===== config.mk =====
export PLATFORM = sky130hd
export DESIGN_NAME = seg_reloc_unit
export DESIGN_NICKNAME = d
export VERILOG_FILES = /design/src/rtl/seg_reloc_pkg.sv /design/src/rtl/seg_reloc_regs.sv /design/src/rtl/seg_reloc_path.sv /design/src/rtl/seg_reloc_unit.sv
export SDC_FILE = /design/constraint.sdc
export NUM_CORES = 1
export LEC_CHECK = 0
export BUFFER_PORTS_ARGS = -buffer_cell sky130_fd_sc_hd__buf_2
export CAP_MARGIN = 0
export CORE_UTILIZATION = 40
export DETAILED_ROUTE_END_ITERATION = 7
export SYNTH_ARGS = -nofsm -noshare
export SYNTH_HDL_FRONTEND = slang
export SYNTH_SLANG_ARGS = --single-unit

===== constraint.sdc =====
create_clock -name clk -period 3.8 [get_ports clk]
set_input_delay 0.76 -clock clk [delete_from_list [all_inputs] [get_ports clk]]
set_output_delay 0.76 -clock clk [all_outputs]
set_load 0.05 [all_outputs]

===== src/rtl/seg_reloc_pkg.sv =====
`timescale 1ns/1ps
package seg_reloc_pkg;

   localparam int NUM_REGS  = 4;
   localparam int NUM_PATHS = 2;
   localparam int SEL_W     = $clog2(NUM_REGS);

   // Register select encoding; the decode depends on this order.
   typedef enum logic [SEL_W-1:0] {
      SEL_FETCH_RELOC = 2'd0,
      SEL_FETCH_LIMIT = 2'd1,
      SEL_DATA_RELOC  = 2'd2,
      SEL_DATA_LIMIT  = 2'd3
   } cfg_sel_e;

   localparam int PATH_FETCH = 0;
   localparam int PATH_DATA  = 1;

   // Register index holding the relocation / limit of a path.
   function automatic int reloc_idx(input int path);
      return (path == PATH_FETCH) ? int'(SEL_FETCH_RELOC) : int'(SEL_DATA_RELOC);
   endfunction

   function automatic int limit_idx(input int path);
      return (path == PATH_FETCH) ? int'(SEL_FETCH_LIMIT) : int'(SEL_DATA_LIMIT);
   endfunction

endpackage


===== src/rtl/seg_reloc_regs.sv =====
`timescale 1ns/1ps
module seg_reloc_regs
   import seg_reloc_pkg::*;
#(
   parameter int CFG_W = 20
) (
   input  logic              clk,
   input  logic              rst_n,
   input  logic              sup_mode,
   input  logic              cfg_we,
   input  logic              cfg_re,
   input  logic [SEL_W-1:0]  cfg_sel,
   input  logic [CFG_W-1:0]  cfg_wdata,
   output logic [CFG_W-1:0]  cfg_rdata,
   output logic              priv_err,
   output logic [CFG_W-1:0]  reg_q [NUM_REGS]
);

   logic wr_ok;
   logic bad_access;

   assign wr_ok      = cfg_we & sup_mode;
   assign bad_access = (cfg_we | cfg_re) & ~sup_mode;

   for (genvar i = 0; i < NUM_REGS; i++) begin : g_reg
      logic hit;
      assign hit = wr_ok && (cfg_sel == SEL_W'(i));
      always_ff @(posedge clk or negedge rst_n) begin
         if (!rst_n) begin
            reg_q[i] <= '0;
         end else if (hit) begin
            reg_q[i] <= cfg_wdata;
         end
      end
   end

   always_comb begin
      cfg_rdata = '0;
      if (sup_mode) begin
         cfg_rdata = reg_q[cfg_sel];
      end
   end

   always_ff @(posedge clk or negedge rst_n) begin
      if (!rst_n) begin
         priv_err <= 1'b0;
      end else begin
         priv_err <= bad_access;
      end
   end

endmodule


===== src/rtl/seg_reloc_path.sv =====
`timescale 1ns/1ps
module seg_reloc_path #(
   parameter int VA_W  = 16,
   parameter int PA_W  = 20,
   parameter int CFG_W = 20
) (
   input  logic             req,
   input  logic [VA_W-1:0]  va,
   input  logic [PA_W-1:0]  reloc,
   input  logic [CFG_W-1:0] limit,
   output logic             pa_valid,
   output logic [PA_W-1:0]  pa,
   output logic             fault
);

   logic [PA_W-1:0]  va_pa;
   logic [CFG_W-1:0] va_cmp;
   logic             over;

   // Width adaptation of the effective address for the adder.
   if (PA_W > VA_W) begin : g_pa_ext
      assign va_pa = {{(PA_W-VA_W){1'b0}}, va};
   end else begin : g_pa_same
      assign va_pa = va;
   end

   // Width adaptation of the effective address for the limit compare.
   if (CFG_W > VA_W) begin : g_cmp_ext
      assign va_cmp = {{(CFG_W-VA_W){1'b0}}, va};
   end else begin : g_cmp_same
      assign va_cmp = va;
   end

   assign over     = (va_cmp >= limit);
   assign fault    = req & over;
   assign pa_valid = req & ~over;
   assign pa       = va_pa + reloc;

endmodule


===== src/rtl/seg_reloc_unit.sv =====
`timescale 1ns/1ps
module seg_reloc_unit
   import seg_reloc_pkg::*;
#(
   parameter int VA_W  = 16,
   parameter int PA_W  = 20,
   parameter int CFG_W = 20
) (
   input  logic              clk,
   input  logic              rst_n,
   input  logic              sup_mode,
   input  logic              cfg_we,
   input  logic              cfg_re,
   input  logic [1:0]        cfg_sel,
   input  logic [CFG_W-1:0]  cfg_wdata,
   output logic [CFG_W-1:0]  cfg_rdata,
   output logic              priv_err,
   input  logic              fetch_req,
   input  logic [VA_W-1:0]   fetch_va,
   output logic              fetch_pa_valid,
   output logic [PA_W-1:0]   fetch_pa,
   output logic              fetch_fault,
   input  logic              data_req,
   input  logic [VA_W-1:0]   data_va,
   output logic              data_pa_valid,
   output logic [PA_W-1:0]   data_pa,
   output logic              data_fault
);

   // Elaboration-time parameter checks.
   if (PA_W < VA_W) begin : g_bad_pa
      $error("seg_reloc_unit: PA_W must be at least VA_W");
   end
   if (CFG_W < PA_W) begin : g_bad_cfg_pa
      $error("seg_reloc_unit: CFG_W must be at least PA_W");
   end
   if (CFG_W <= VA_W) begin : g_bad_cfg_va
      $error("seg_reloc_unit: CFG_W must exceed VA_W so a limit can span the space");
   end
   if (SEL_W != 2) begin : g_bad_sel
      $error("seg_reloc_unit: select width must be 2");
   end

   logic [CFG_W-1:0] reg_q [NUM_REGS];

   seg_reloc_regs #(.CFG_W(CFG_W)) u_regs (
      .clk       (clk),
      .rst_n     (rst_n),
      .sup_mode  (sup_mode),
      .cfg_we    (cfg_we),
      .cfg_re    (cfg_re),
      .cfg_sel   (cfg_sel),
      .cfg_wdata (cfg_wdata),
      .cfg_rdata (cfg_rdata),
      .priv_err  (priv_err),
      .reg_q     (reg_q)
   );

   logic             p_req   [NUM_PATHS];
   logic [VA_W-1:0]  p_va    [NUM_PATHS];
   logic             p_valid [NUM_PATHS];
   logic [PA_W-1:0]  p_pa    [NUM_PATHS];
   logic             p_fault [NUM_PATHS];

   assign p_req[PATH_FETCH] = fetch_req;
   assign p_va[PATH_FETCH]  = fetch_va;
   assign p_req[PATH_DATA]  = data_req;
   assign p_va[PATH_DATA]   = data_va;

   for (genvar p = 0; p < NUM_PATHS; p++) begin : g_path
      logic [CFG_W-1:0] reloc_full;
      assign reloc_full = reg_q[reloc_idx(p)];
      seg_reloc_path #(.VA_W(VA_W), .PA_W(PA_W), .CFG_W(CFG_W)) u_path (
         .req      (p_req[p]),
         .va       (p_va[p]),
         .reloc    (reloc_full[PA_W-1:0]),
         .limit    (reg_q[limit_idx(p)]),
         .pa_valid (p_valid[p]),
         .pa       (p_pa[p]),
         .fault    (p_fault[p])
      );
   end

   assign fetch_pa_valid = p_valid[PATH_FETCH];
   assign fetch_pa       = p_pa[PATH_FETCH];
   assign fetch_fault    = p_fault[PATH_FETCH];
   assign data_pa_valid  = p_valid[PATH_DATA];
   assign data_pa        = p_pa[PATH_DATA];
   assign data_fault     = p_fault[PATH_DATA];

   // Named views of the descriptor state for the bound checker.
   logic [CFG_W-1:0] fetch_reloc_q, fetch_limit_q, data_reloc_q, data_limit_q;
   assign fetch_reloc_q = reg_q[SEL_FETCH_RELOC];
   assign fetch_limit_q = reg_q[SEL_FETCH_LIMIT];
   assign data_reloc_q  = reg_q[SEL_DATA_RELOC];
   assign data_limit_q  = reg_q[SEL_DATA_LIMIT];

endmodule


; Word level (Yosys, flattened, before mapping)
; Index checks and enable logic that the tools add are counted.
[word_totals]
register_bits = 81
elab_cells = 33
inputBits = 61
[op_classes]
reduce_logical = 5
mux = 4
addsub = 2
magnitude_cmp = 3
eq_ne = 3
bitwise = 11
[ops]
columns = op, n
row1 = two-way mux 20 bit, 3
row2 = adder 16 x 20 -> 20 bit, 2
row3 = binary-select mux 20 bit (select 2 bit), 1
row4 = greater-or-equal comparator 16 x 20 -> 1 bit, 2
row5 = bitwise AND 1 bit, 6
row6 = == test 2 bit (second input constant), 2
row7 = logical AND 1 bit, 4
row8 = greater-or-equal comparator 3 bit (second input constant), 1
row9 = inverter 1 bit, 3
row10 = inverter 2 -> 3 bit, 1
row11 = == test 2 x 1 -> 1 bit (second input constant), 1
row12 = logical NOT 2 bit, 1
row13 = bitwise OR 1 bit, 1

; Longest topological paths before layout
[logic_depth]
depth_word = 5
ltp_mapped = 8
depth_no_buf = 8

; By module
; A second synthesis with hierarchy kept.
[unflattened]
hier_cells = 617
area_unflattened_um2 = 6216.0
[modules_own_cells]
columns = module, area_each_um2, seq_area_each_um2, n_inst, cells_per_inst
row1 = seg_reloc_regs, 3592.2, 2026.9, 1, 246
row2 = seg_reloc_path (g_path[0].u_path), 1316.3, 0.0, 1, 186
row3 = seg_reloc_path (g_path[1].u_path), 1307.5, 0.0, 1, 185

; Worst setup path before layout
; No wires, ideal clock.
[synth_timing]
path_type = input to output
start = in data_va[0]
end = out data_pa[12]
arrival_ps = 3028
setup_slack_ps = 12
path_stages = 7
path_cell_list = ha_1 fa_1 a211oi_2 o21bai_1 a2111oi_1 o21bai_1 xor2_1
[synth_between]
elab_chain_cells = 1
[synth_lines]
columns = element, line
row1 = from (decl), seg_reloc_unit.sv:24  ; input logic [VA_W-1:0] data_va,
row2 = adder 16 x 20 -> 20 bit, seg_reloc_path.sv:37  ; assign pa = va_pa + reloc;
row3 = to (decl), seg_reloc_unit.sv:26  ; output logic [PA_W-1:0] data_pa,
; No other way between the ends.

; Worst setup path after layout
[layout_timing]
start = in fetch_va[0]
end = out fetch_pa[18]
[layout_between]
elab_chain_cells = 1
[layout_lines]
columns = element, line
row1 = from (decl), seg_reloc_unit.sv:19  ; input logic [VA_W-1:0] fetch_va,
row2 = adder 16 x 20 -> 20 bit, seg_reloc_path.sv:37
row3 = to (decl), seg_reloc_unit.sv:21  ; output logic [PA_W-1:0] fetch_pa,
; No other way between the ends.

==> impl_metrics.tcl <==
set metrics [dict create \
    status "completed" \
    fp.dieW_um 125.8 \
    ios 126 \
    drive_above_1_share 0.3696 \
    cts_tree "built" \
    grt.overflow.total 0 \
    cp-start-kind "primary input" \
    grt_antenna_before_repair 2 \
    hold_buffers 0 \
    mostFrequentLayoutCells "buf_2 (121), dfrtp_1 (81), mux2_2 (80)" \
    drt_iter0_drc 344 \
    worstSetupStartpoint "fetch_va[0]" \
    final_nets 820 \
    slew_viol_final 0 \
    clk_latency_ps 330 \
    path_max_fanout 3 \
    yosysSeqAreaShare 0.3308 \
    r2r-start "u_regs.reg_q[76]$_DFFE_PN0P_" \
    cp_data_arrival_time_ps 2890 \
    rrSetupSlack_ps 2890 \
    skew_ps 0 \
    holdCritStartpoint "u_regs.reg_q[13]$_DFFE_PN0P_" \
    place_ws_ps -34.47 \
    rows 44 \
    critPathKind "primary input to output pin" \
    setup_viol 0 \
    yosys_register_bits 81 \
    final_cells 882 \
    grt_pass1_vias 4888 \
    clkSlewWorstSetupHoldPaths_ps 50 \
    dr.pass1.iters 5 \
    vias 4881 \
    grt_max_degree 82 \
    die_y_um 125.8 \
    grt_pass1_wl_um 25650 \
    finalCritPeriodShare 0.9617 \
    post_synth_inst_count 572 \
    antenna_cells 0 \
    syn_area_mm2 0.006127 \
    start_util 0.4153 \
    syn_nets 699 \
    postRouteWirelength_um 15530 \
    viasPerCell 5.534 \
    ir_worst_vdd_mv 0.4802 \
    powerDensity_mw_per_mm2 658.5 \
    fin_crit_ps 3655 \
    mostFrequentLayoutCell "buf_2" \
    worstPathRequired_ps 3040 \
    cts_buffers 9 \
    synth_cell_type_count 51 \
    root_buffer "clkbuf_16" \
    place.gp.congestion 0.9010 \
    dp_hpwl_um 12590 \
    ant_nets 0 \
    endpoint_kind "output pin" \
    grt_util_all_layers 0.2053 \
    clkSinkCount 81 \
    tightest_slew_ps 1110 \
    portBuffers 125 \
    wl_per_cell_um 17.61 \
    drc_errors 0 \
    dpl.cell_count 866 \
    max_freq_ghz 0.2736 \
    yosys_warnings 0 \
    cts_max_path_buffers 2 \
    p_leak_nw 3.533 \
    syn_avg_cell_area_um2 10.71 \
    max_cap_violations 0 \
    hold_path_class "flip-flop to flip-flop" \
    synth_edf_count 0 \
    die-area_mm2 0.01582 \
    relSlewSlack 0.2560 \
    fin_ws_ps 145.4 \
    htree_levels 3 \
    area_growth_pct 19.42 \
    synthArstFlopShare 1.000 \
    core_mm2 0.01475 \
    yosys_most_used_dff "dfrtp_1" \
    hold_violations 0 \
]
## worst max-delay path: stages
cell and delay (ps):
buf_2 110, ha_1 220, fa_1 420, a21oi_2 200, o211ai_1 180, a22oi_2 260
nor3b_1 110, a32o_1 230, xor2_1 160, clkbuf_4 260
## per-layer routing
layer / part of all wire / wire length (µm) / up-vias / GRT usage
li1: - / - / 2352 / -
met1: 0.47 / 7361 / 2373 / 0.2830
met2: 0.46 / 7213 / 138 / 0.3301
met3: 0.047 / 731 / 16 / 0.03101
met4: 0.014 / 213 / 2 / 0.07016
met5: 0.00084 / 13 / - / 0
## area by class of cell
type	instances	area, µm²
clock inverter	5	102.6
sequential	81	2027
inverter	43	161.4
timing repair buffer	131	680.7
tap	184	230.2
multi-input combinational	427	3872
fill	1378	7437
clock buffer	11	242.7
## where the power goes
part           total [mW]  leakage (nW)  switching [mW]  internal, mW
combinational        2.58          2.40            1.69         0.882
clock               0.981         0.166           0.323         0.658
sequential           1.26         0.972           0.209          1.05
## final timing paths
| kind | end | cells past startpoint |
|---|---|---|
| worst max-delay path | fetch_pa[18] | 10 |
| worst min-delay path | u_regs.reg_q[13]$_DFFE_PN0P_ | 1 |
| worst max register to register | u_regs.reg_q[76]$_DFFE_PN0P_ | 1 |
| worst min register to register | u_regs.reg_q[13]$_DFFE_PN0P_ | 1 |
| max in group asynchronous | u_regs.reg_q[34]$_DFFE_PN0P_ | 1 |
| min in group asynchronous | u_regs.reg_q[1]$_DFFE_PN0P_ | 1 |
## per-stage QoR
| stage | utilization | TNS, ps | total power [mW] | hold slack (ps) | area, µm² |
|---|---|---|---|---|---|
| final | 0.4959 | 0 | 4.819 | 538.6 | 7317 |
| after global routing | 0.4959 | -0.09903 | 5.106 | 557.4 | 7317 |
| after CTS | 0.4935 | 0 | 4.807 | 540.6 | 7281 |
| after detailed placement | 0.4694 | -54.99 | 3.811 | 527.7 | 6925 |
| after global placement | 0.4694 | -39.22 | 3.754 | 516.2 | 6925 |
| after floorplan | - | 0 | 3.212 | 464.4 | 6127 |
## synthesized netlist by cell type, types with 3 or more instances
library cell / n / share of area
a31oi_1: 4 / 0.0041
o21ai_1: 9 / 0.0074
a21oi_1: 40 / 0.033
mux2_2: 80 / 0.15
dfrtp_1: 81 / 0.33
o21ai_0: 11 / 0.0090
nor2b_1: 3 / 0.0031
inv_1: 43 / 0.026
nor4_1: 3 / 0.0031
and2_1: 25 / 0.026
mux4_2: 20 / 0.074
xnor2_1: 19 / 0.027
nand4_1: 8 / 0.0082
nand2_1: 22 / 0.013
o211ai_1: 3 / 0.0037
nor2_1: 23 / 0.014
ha_1: 64 / 0.13
nand2b_1: 3 / 0.0031
and3_1: 3 / 0.0031
nor3_1: 8 / 0.0065
clkbuf_1: 6 / 0.0037
a211oi_1: 3 / 0.0037
a21o_1: 16 / 0.020
buf_2: 13 / 0.011
nand3_1: 7 / 0.0057
xor2_1: 15 / 0.021
o21bai_1: 6 / 0.0074
## registers in the layout, indices dropped and copies added, names as in the netlist
signal,count
u_regs.reg_q,80
u_regs.priv_err,1
## cell families after synthesis
logic type / Yosys count / synth area share
compound gates: 114 / 0.1215
simple gates: 112 / 0.09537
mux: 101 / 0.2222
flops: 81 / 0.3308
fa+ha+maj: 66 / 0.1372
buf+inv: 64 / 0.04431
xor+xnor: 34 / 0.04860
## repair_timing
| action | in CTS | in global routing |
|---|---|---|
| pin swaps | 0 | 1 |
| setup buffers | 0 | 0 |
| endpoints found under the setup margin | 2 | 7 |
| gates resized for setup | 2 | 10 |
Power figures use the tool's default switching activity.
